$ cat src/rtl/hb_pkg.sv
package hb_pkg;

  // Gate request for one switch after optional PWM gating.
  function automatic logic pwm_gate(input logic en, input logic sel, input logic pwm);
    return en & (~sel | pwm);
  endfunction

  typedef struct packed {
    logic hs;
    logic ls;
  } leg_req_t;

endpackage

$ cat src/rtl/hb_oc_timer.sv
module hb_oc_timer #(
  parameter int OC_DELAY = 16
) (
  input  logic clk,
  input  logic rst_n,
  input  logic arm,
  input  logic oc,
  output logic fire
);
  localparam int CW   = (OC_DELAY > 1) ? $clog2(OC_DELAY) : 1;
  localparam int LAST = OC_DELAY - 1;

  logic [CW-1:0] cnt_q, cnt_d;
  logic          at_last;

  assign at_last = (cnt_q == CW'(LAST));
  assign fire    = arm & oc & at_last;

  always_comb begin
    cnt_d = cnt_q;
    if (!(arm && oc)) begin
      cnt_d = '0;
    end else if (!at_last) begin
      cnt_d = cnt_q + CW'(1);
    end
  end

  always_ff @(posedge clk or negedge rst_n) begin
    if (!rst_n) cnt_q <= '0;
    else        cnt_q <= cnt_d;
  end

endmodule

$ cat src/rtl/hb_fault_core.sv
module hb_fault_core #(
  parameter int NB = 3
) (
  input  logic          clk,
  input  logic          rst_n,
  input  logic          clr_req,
  input  logic [NB-1:0] th_trip,
  input  logic [NB-1:0] th_cool,
  input  logic [NB-1:0] oc_hs,
  input  logic [NB-1:0] oc_ls,
  input  logic [NB-1:0] fire_hs,
  input  logic [NB-1:0] fire_ls,
  output logic [NB-1:0] dis_hs_d,
  output logic [NB-1:0] dis_ls_d,
  output logic [NB-1:0] hs_ok,
  output logic [NB-1:0] ls_ok,
  output logic          ovl
);
  logic [NB-1:0] th_lat_q, th_lat_d;
  logic [NB-1:0] ochs_q, ochs_d;
  logic [NB-1:0] ocls_q, ocls_d;
  logic          ovl_d;

  always_comb begin
    for (int i = 0; i < NB; i++) begin
      th_lat_d[i] = th_trip[i] | (th_lat_q[i] & ~(clr_req & th_cool[i]));
      ochs_d[i]   = fire_hs[i] | (ochs_q[i] & ~(clr_req & ~oc_hs[i]));
      ocls_d[i]   = fire_ls[i] | (ocls_q[i] & ~(clr_req & ~oc_ls[i]));
    end
    dis_hs_d = th_lat_d | ochs_d;
    dis_ls_d = th_lat_d | ocls_d;
    ovl_d    = |{th_lat_d, ochs_d, ocls_d};
  end

  always_ff @(posedge clk or negedge rst_n) begin
    if (!rst_n) begin
      th_lat_q <= '0;
      ochs_q   <= '0;
      ocls_q   <= '0;
      hs_ok    <= '1;
      ls_ok    <= '1;
      ovl      <= 1'b0;
    end else begin
      th_lat_q <= th_lat_d;
      ochs_q   <= ochs_d;
      ocls_q   <= ocls_d;
      hs_ok    <= ~dis_hs_d;
      ls_ok    <= ~dis_ls_d;
      ovl      <= ovl_d;
    end
  end

endmodule

$ cat src/rtl/hb_gate_stage.sv
module hb_gate_stage
  import hb_pkg::*;
#(
  parameter int NB = 3
) (
  input  logic          clk,
  input  logic          rst_n,
  input  logic          run,
  input  logic          pwm_in,
  input  logic [NB-1:0] hs_en,
  input  logic [NB-1:0] ls_en,
  input  logic [NB-1:0] hs_pwm_sel,
  input  logic [NB-1:0] ls_pwm_sel,
  input  logic [NB-1:0] dis_hs_d,
  input  logic [NB-1:0] dis_ls_d,
  output logic [NB-1:0] hs_gate,
  output logic [NB-1:0] ls_gate
);
  leg_req_t      req [NB];
  logic [NB-1:0] hs_d, ls_d;

  for (genvar i = 0; i < NB; i++) begin : g_leg
    logic both;
    assign req[i].hs = pwm_gate(hs_en[i], hs_pwm_sel[i], pwm_in);
    assign req[i].ls = pwm_gate(ls_en[i], ls_pwm_sel[i], pwm_in);
    assign both      = req[i].hs & req[i].ls;
    assign hs_d[i]   = run & ~both & req[i].hs & ~dis_hs_d[i];
    assign ls_d[i]   = run & ~both & req[i].ls & ~dis_ls_d[i];
  end

  always_ff @(posedge clk or negedge rst_n) begin
    if (!rst_n) begin
      hs_gate <= '0;
      ls_gate <= '0;
    end else begin
      hs_gate <= hs_d;
      ls_gate <= ls_d;
    end
  end

endmodule

$ cat src/rtl/hb_prewarn.sv
module hb_prewarn #(
  parameter int NB = 3
) (
  input  logic          clk,
  input  logic          rst_n,
  input  logic [NB-1:0] pw_hi,
  input  logic [NB-1:0] pw_lo,
  output logic          tp
);
  logic tp_d;

  always_comb begin
    tp_d = tp;
    if (|pw_hi)      tp_d = 1'b1;
    else if (&pw_lo) tp_d = 1'b0;
  end

  always_ff @(posedge clk or negedge rst_n) begin
    if (!rst_n) tp <= 1'b0;
    else        tp <= tp_d;
  end

endmodule

$ cat src/rtl/hb_guard.sv
module hb_guard #(
  parameter int NB       = 3,
  parameter int OC_DELAY = 16
) (
  input  logic          clk,
  input  logic          rst_n,
  input  logic          run,
  input  logic [NB-1:0] hs_en,
  input  logic [NB-1:0] ls_en,
  input  logic [NB-1:0] hs_pwm_sel,
  input  logic [NB-1:0] ls_pwm_sel,
  input  logic          pwm_in,
  input  logic          oc_arm,
  input  logic          clr_req,
  input  logic [NB-1:0] oc_hs,
  input  logic [NB-1:0] oc_ls,
  input  logic [NB-1:0] th_trip,
  input  logic [NB-1:0] th_cool,
  input  logic [NB-1:0] pw_hi,
  input  logic [NB-1:0] pw_lo,
  output logic [NB-1:0] hs_gate,
  output logic [NB-1:0] ls_gate,
  output logic [NB-1:0] hs_ok,
  output logic [NB-1:0] ls_ok,
  output logic          ovl,
  output logic          tp
);
  logic [NB-1:0] fire_hs, fire_ls;
  logic [NB-1:0] dis_hs_d, dis_ls_d;

  for (genvar i = 0; i < NB; i++) begin : g_oc
    hb_oc_timer #(.OC_DELAY(OC_DELAY)) u_hs (
      .clk(clk), .rst_n(rst_n), .arm(oc_arm), .oc(oc_hs[i]), .fire(fire_hs[i])
    );
    hb_oc_timer #(.OC_DELAY(OC_DELAY)) u_ls (
      .clk(clk), .rst_n(rst_n), .arm(oc_arm), .oc(oc_ls[i]), .fire(fire_ls[i])
    );
  end

  hb_fault_core #(.NB(NB)) u_fault (
    .clk(clk), .rst_n(rst_n), .clr_req(clr_req),
    .th_trip(th_trip), .th_cool(th_cool),
    .oc_hs(oc_hs), .oc_ls(oc_ls),
    .fire_hs(fire_hs), .fire_ls(fire_ls),
    .dis_hs_d(dis_hs_d), .dis_ls_d(dis_ls_d),
    .hs_ok(hs_ok), .ls_ok(ls_ok), .ovl(ovl)
  );

  hb_gate_stage #(.NB(NB)) u_gate (
    .clk(clk), .rst_n(rst_n), .run(run), .pwm_in(pwm_in),
    .hs_en(hs_en), .ls_en(ls_en),
    .hs_pwm_sel(hs_pwm_sel), .ls_pwm_sel(ls_pwm_sel),
    .dis_hs_d(dis_hs_d), .dis_ls_d(dis_ls_d),
    .hs_gate(hs_gate), .ls_gate(ls_gate)
  );

  hb_prewarn #(.NB(NB)) u_pw (
    .clk(clk), .rst_n(rst_n), .pw_hi(pw_hi), .pw_lo(pw_lo), .tp(tp)
  );

endmodule

$ cat config.mk
export PLATFORM = sky130hd
export DESIGN_NAME = hb_guard
export DESIGN_NICKNAME = d
export VERILOG_FILES = /design/src/rtl/hb_pkg.sv /design/src/rtl/hb_oc_timer.sv /design/src/rtl/hb_fault_core.sv /design/src/rtl/hb_gate_stage.sv /design/src/rtl/hb_prewarn.sv /design/src/rtl/hb_guard.sv
export SDC_FILE = /design/constraint.sdc
export NUM_CORES = 1
export LEC_CHECK = 0
export CELL_PAD_IN_SITES_DETAIL_PLACEMENT = 0
export CELL_PAD_IN_SITES_GLOBAL_PLACEMENT = 1
export CORE_MARGIN = 2
export CORE_UTILIZATION = 41
export DETAILED_ROUTE_END_ITERATION = 12
export PLACE_DENSITY_LB_ADDON = 0.25
export RECOVER_POWER = 100
export SLEW_MARGIN = 20
export SYNTH_ARGS = -nofsm -noshare
export SYNTH_HDL_FRONTEND = slang
export SYNTH_SLANG_ARGS = --single-unit
$ cat constraint.sdc
create_clock -name clk -period 4.48 [get_ports clk]
set_input_delay 0.896 -clock clk [delete_from_list [all_inputs] [get_ports clk]]
set_output_delay 0.896 -clock clk [all_outputs]
set_load 0.02 [all_outputs]
==> impl_metrics.py <==
metrics = {
    "clocking": {
        "cts_num_sinks": 47,
        "clk_path_buf_depth": 2,
        "cts_tree": "yes",
        "cts_max_level": 2,
        "cts_resized": 0,
        "clkSlewWorstSetupHoldPaths_ns": 0.09,
        "clock_latency_ns": 0.30,
        "post_cts_buffers": 0,
        "postCtsHoldBufs": 0,
        "cts-root-buf": "clkbuf_8",
        "numCtsBuffers": 5,
    },
    "yosys": {
        "synthCells": 195,
        "yosysWarnings": 0,
        "synthTopCellsByArea": "dfrtp_1, dfstp_2, nor2_1, ha_1, nand3_1",
        "syn_area_um2": 2110,
        "synth_edf_count": 0,
        "synth_top_cell_area_share": 0.486,
        "synth_flop_cell": "dfrtp_1",
        "synthesis.nets": 237,
        "ys_seq_area_frac": 0.560,
        "synthArstFlopShare": 1.00,
        "syn_area_per_cell_um2": 10.8,
        "synth_cell_type_count": 34,
        "synth-seq-cells": 47,
        "yosysTopAreaCell": "dfrtp_1",
    },
    "setup_path": {
        "worst-setup-path-type": "input pin to register",
        "max_stage_delay_ns": 0.79,
        "reg2reg_depth": 5,
        "reg2reg_to": "u_fault.ovl",
        "path_buf_inv": 1,
        "cp_max_fo": 9,
        "crit_required_ns": 4.65,
        "worstSetupEndpointType": "register",
        "worstPathArrival_ns": 3.13,
        "crit_slowest_cell": "a2111oi_0",
        "crit_family": "compound AO/OA/AOI/OAI gates",
        "cp-start-kind": "input pin",
        "path_cells": "dlygate4sd3_1 > a41o_1 > a2111oi_0 > nand2_1 > or4_1",
        "reg2reg_slack_ns": 2.10,
        "r2r_start": "g_oc[0].u_ls.cnt_q[0]",
    },
    "hold_path": {
        "hold_path_class": "register to register",
        "min_to": "u_fault.th_lat_q[2]",
        "min_from": "u_fault.th_lat_q[2]",
        "hold_path_depth": 1,
    },
    "timing": {
        "slew-limit-headroom": -0.688,
        "rsz0062_at_grt": "false",
        "period_needed_ns": 2.97,
        "finalHoldViolCount": 0,
        "drv_slew": 48,
        "fin_worst_skew_ns": 0.00848,
        "finalWorstSetupSlack_ns": 1.51,
        "min_period_over_period": 0.663,
        "tightestPinTransition_ns": 2.53,
        "setup-tns-final_ns": 0,
        "timing.fmax_mhz": 337,
        "final-setup-viol-count": 0,
    },
    "power": {
        "finalPower_uw": 813,
        "power_density_nw_per_um2": 298,
        "p_leak_nw": 1.30,
        "vdd_drop_max_mv": 0.180,
    },
    "drt": {
        "drtIter0Drc": 86,
        "firstDrtPassIters": 4,
        "via_per_inst": 4.91,
        "totalWireLength_um": 4250,
        "antenna_left": 0,
        "route.detailed.drc": 0,
        "wl_per_cell_um": 13.2,
        "num_vias": 1577,
    },
    "final_layout": {
        "final_nets": 292,
        "filler_cell_count": 467,
        "drive_gt1_frac": 0.0677,
        "antenna_cells": 0,
        "fin_util": 0.542,
        "areaGrowthSynthToFinish_pct": 29.3,
    },
    "global_route": {
        "grt_usage": 0.163,
        "antenna_found_initial": 0,
        "grt_max_degree": 48,
        "grt-ovfl-total": 0,
        "grt_pass1_vias": 1448,
        "top_usage_layer": "met2",
        "grt_pass1_wl_um": 6910,
        "grt_use_met2": 0.231,
        "met1_usage": 0.228,
        "grtUsageMet3": 0.0701,
    },
    "place": {
        "place_hpwl_um": 3140,
        "globalplace.congestion": 0.778,
        "portBuffers": 49,
        "pre_cts_slack_ns": 1.64,
    },
    "floorplanning": {
        "die_area_um2": 5740,
        "rows": 26,
        "die_y_um": 75.8,
        "pin_count": 50,
        "dieWidth_um": 75.8,
        "start_util": 0.419,
        "coreArea_um2": 5040,
    },
    "flow_run": {
        "cap_violations": 1,
    },
    "run_status": {
        "status": "finished with violations",
        "violations": "max-capacitance violations, max-slew violations",
    },
}
[cell families after synthesis]
group / count (synthesis) / synth area share
AND/OR/NAND/NOR: 90 / 0.206
flip-flops: 47 / 0.560
AO/OA/AOI/OAI: 29 / 0.122
buffers and inverters: 11 / 0.0231
XOR/XNOR: 6 / 0.0249
multiplexers: 6 / 0.0284
adder cells (fa/ha/maj): 6 / 0.0355
[layer usage]
| metal | routed length, um | vias up | share of wire |
|---|---|---|---|
| met1 | 1980 | 743 | 0.46 |
| met5 | 0 | - | 0 |
| li1 | - | 793 | - |
| met3 | 326 | 4 | 0.077 |
| met4 | 34 | 0 | 0.0080 |
| met2 | 1920 | 37 | 0.45 |
[synth_stat cells, types with 3 or more instances]
library cell,count
dfrtp_1,41
nor2_1,30
nand2_1,15
nand3_1,14
nor3_1,12
inv_1,10
a31oi_1,6
dfstp_2,6
ha_1,6
mux2i_1,6
nor3b_1,6
xnor2_1,6
o21ai_0,4
a21boi_0,3
a41o_1,3
nand2b_1,3
[power breakdown]
group          total, mW  internal (mW)  leakage (nW)  switching, mW
Combinational     0.0872         0.0454         0.641         0.0418
Sequential         0.446          0.438         0.606        0.00783
Clock              0.280          0.141        0.0515          0.139
Total              0.813          0.625          1.30          0.189
[state kept, by name, indices dropped and copies added, names as in the netlist]
name,count
g_oc.u_hs.cnt_q,12
g_oc.u_ls.cnt_q,12
u_fault.hs_ok,3
u_fault.ls_ok,3
u_fault.ochs_q,3
u_fault.ocls_q,3
u_fault.ovl,1
u_fault.th_lat_q,3
u_gate.hs_gate,3
u_gate.ls_gate,3
u_pw.tp,1
[how the worst max path moves through the flow]
stage,startpoint,end,slack (ns),depth (start not counted)
6_report,oc_arm,u_fault.ovl,1.51,5
5_1_grt,rst_n,u_fault.ochs_q[0],1.12,1
4_1_cts,oc_arm,u_fault.ovl,1.95,5
3_5_place_dp,oc_arm,u_fault.ovl,1.64,5
3_3_place_gp,oc_arm,u_fault.ovl,1.68,5
2_1_floorplan,oc_arm,u_fault.ovl,2.31,5
[layout make-up]
type,count,area (um2),area share
sequential,47,1180,0.433
multi-input combinational,137,838,0.307
timing repair buffer,49,484,0.177
clock buffer,8,100,0.0366
tap,70,87.6,0.0321
inverter,10,37.5,0.0137
[stage by stage]
step / hold WS, ns / cells / instance area [um2]
after detailed placement: 0.472 / 313 / 2670
after global routing: 0.507 / 321 / 2730
after global placement: 0.468 / 313 / 2670
after floorplan: 0.448 / 195 / 2110
after CTS: 0.493 / 321 / 2770
final: 0.489 / 321 / 2730
[placed cells by master, fill, tap and decap left out, types with 2 or more instances in the layout]
master           instances
dlygate4sd3_1           17
a2bb2oi_1                2
ha_1                     6
dfrtp_1                 41
nand2_1                 15
nand2b_1                 3
nor3_1                  12
a21boi_0                 5
nor3b_1                  6
a41o_1                   3
clkbuf_8                 7
inv_1                   10
o21ai_0                  5
clkdlybuf4s50_1         31
a21o_2                   2
nand3_1                 14
and4_1                   2
and3_1                   2
mux2i_1                  6
nor2_1                  30
xnor2_1                  6
a2111oi_0                2
dfstp_2                  6
clkbuf_1                 2
a31oi_1                  6
Note: power is estimated with default switching activity, not from simulation.
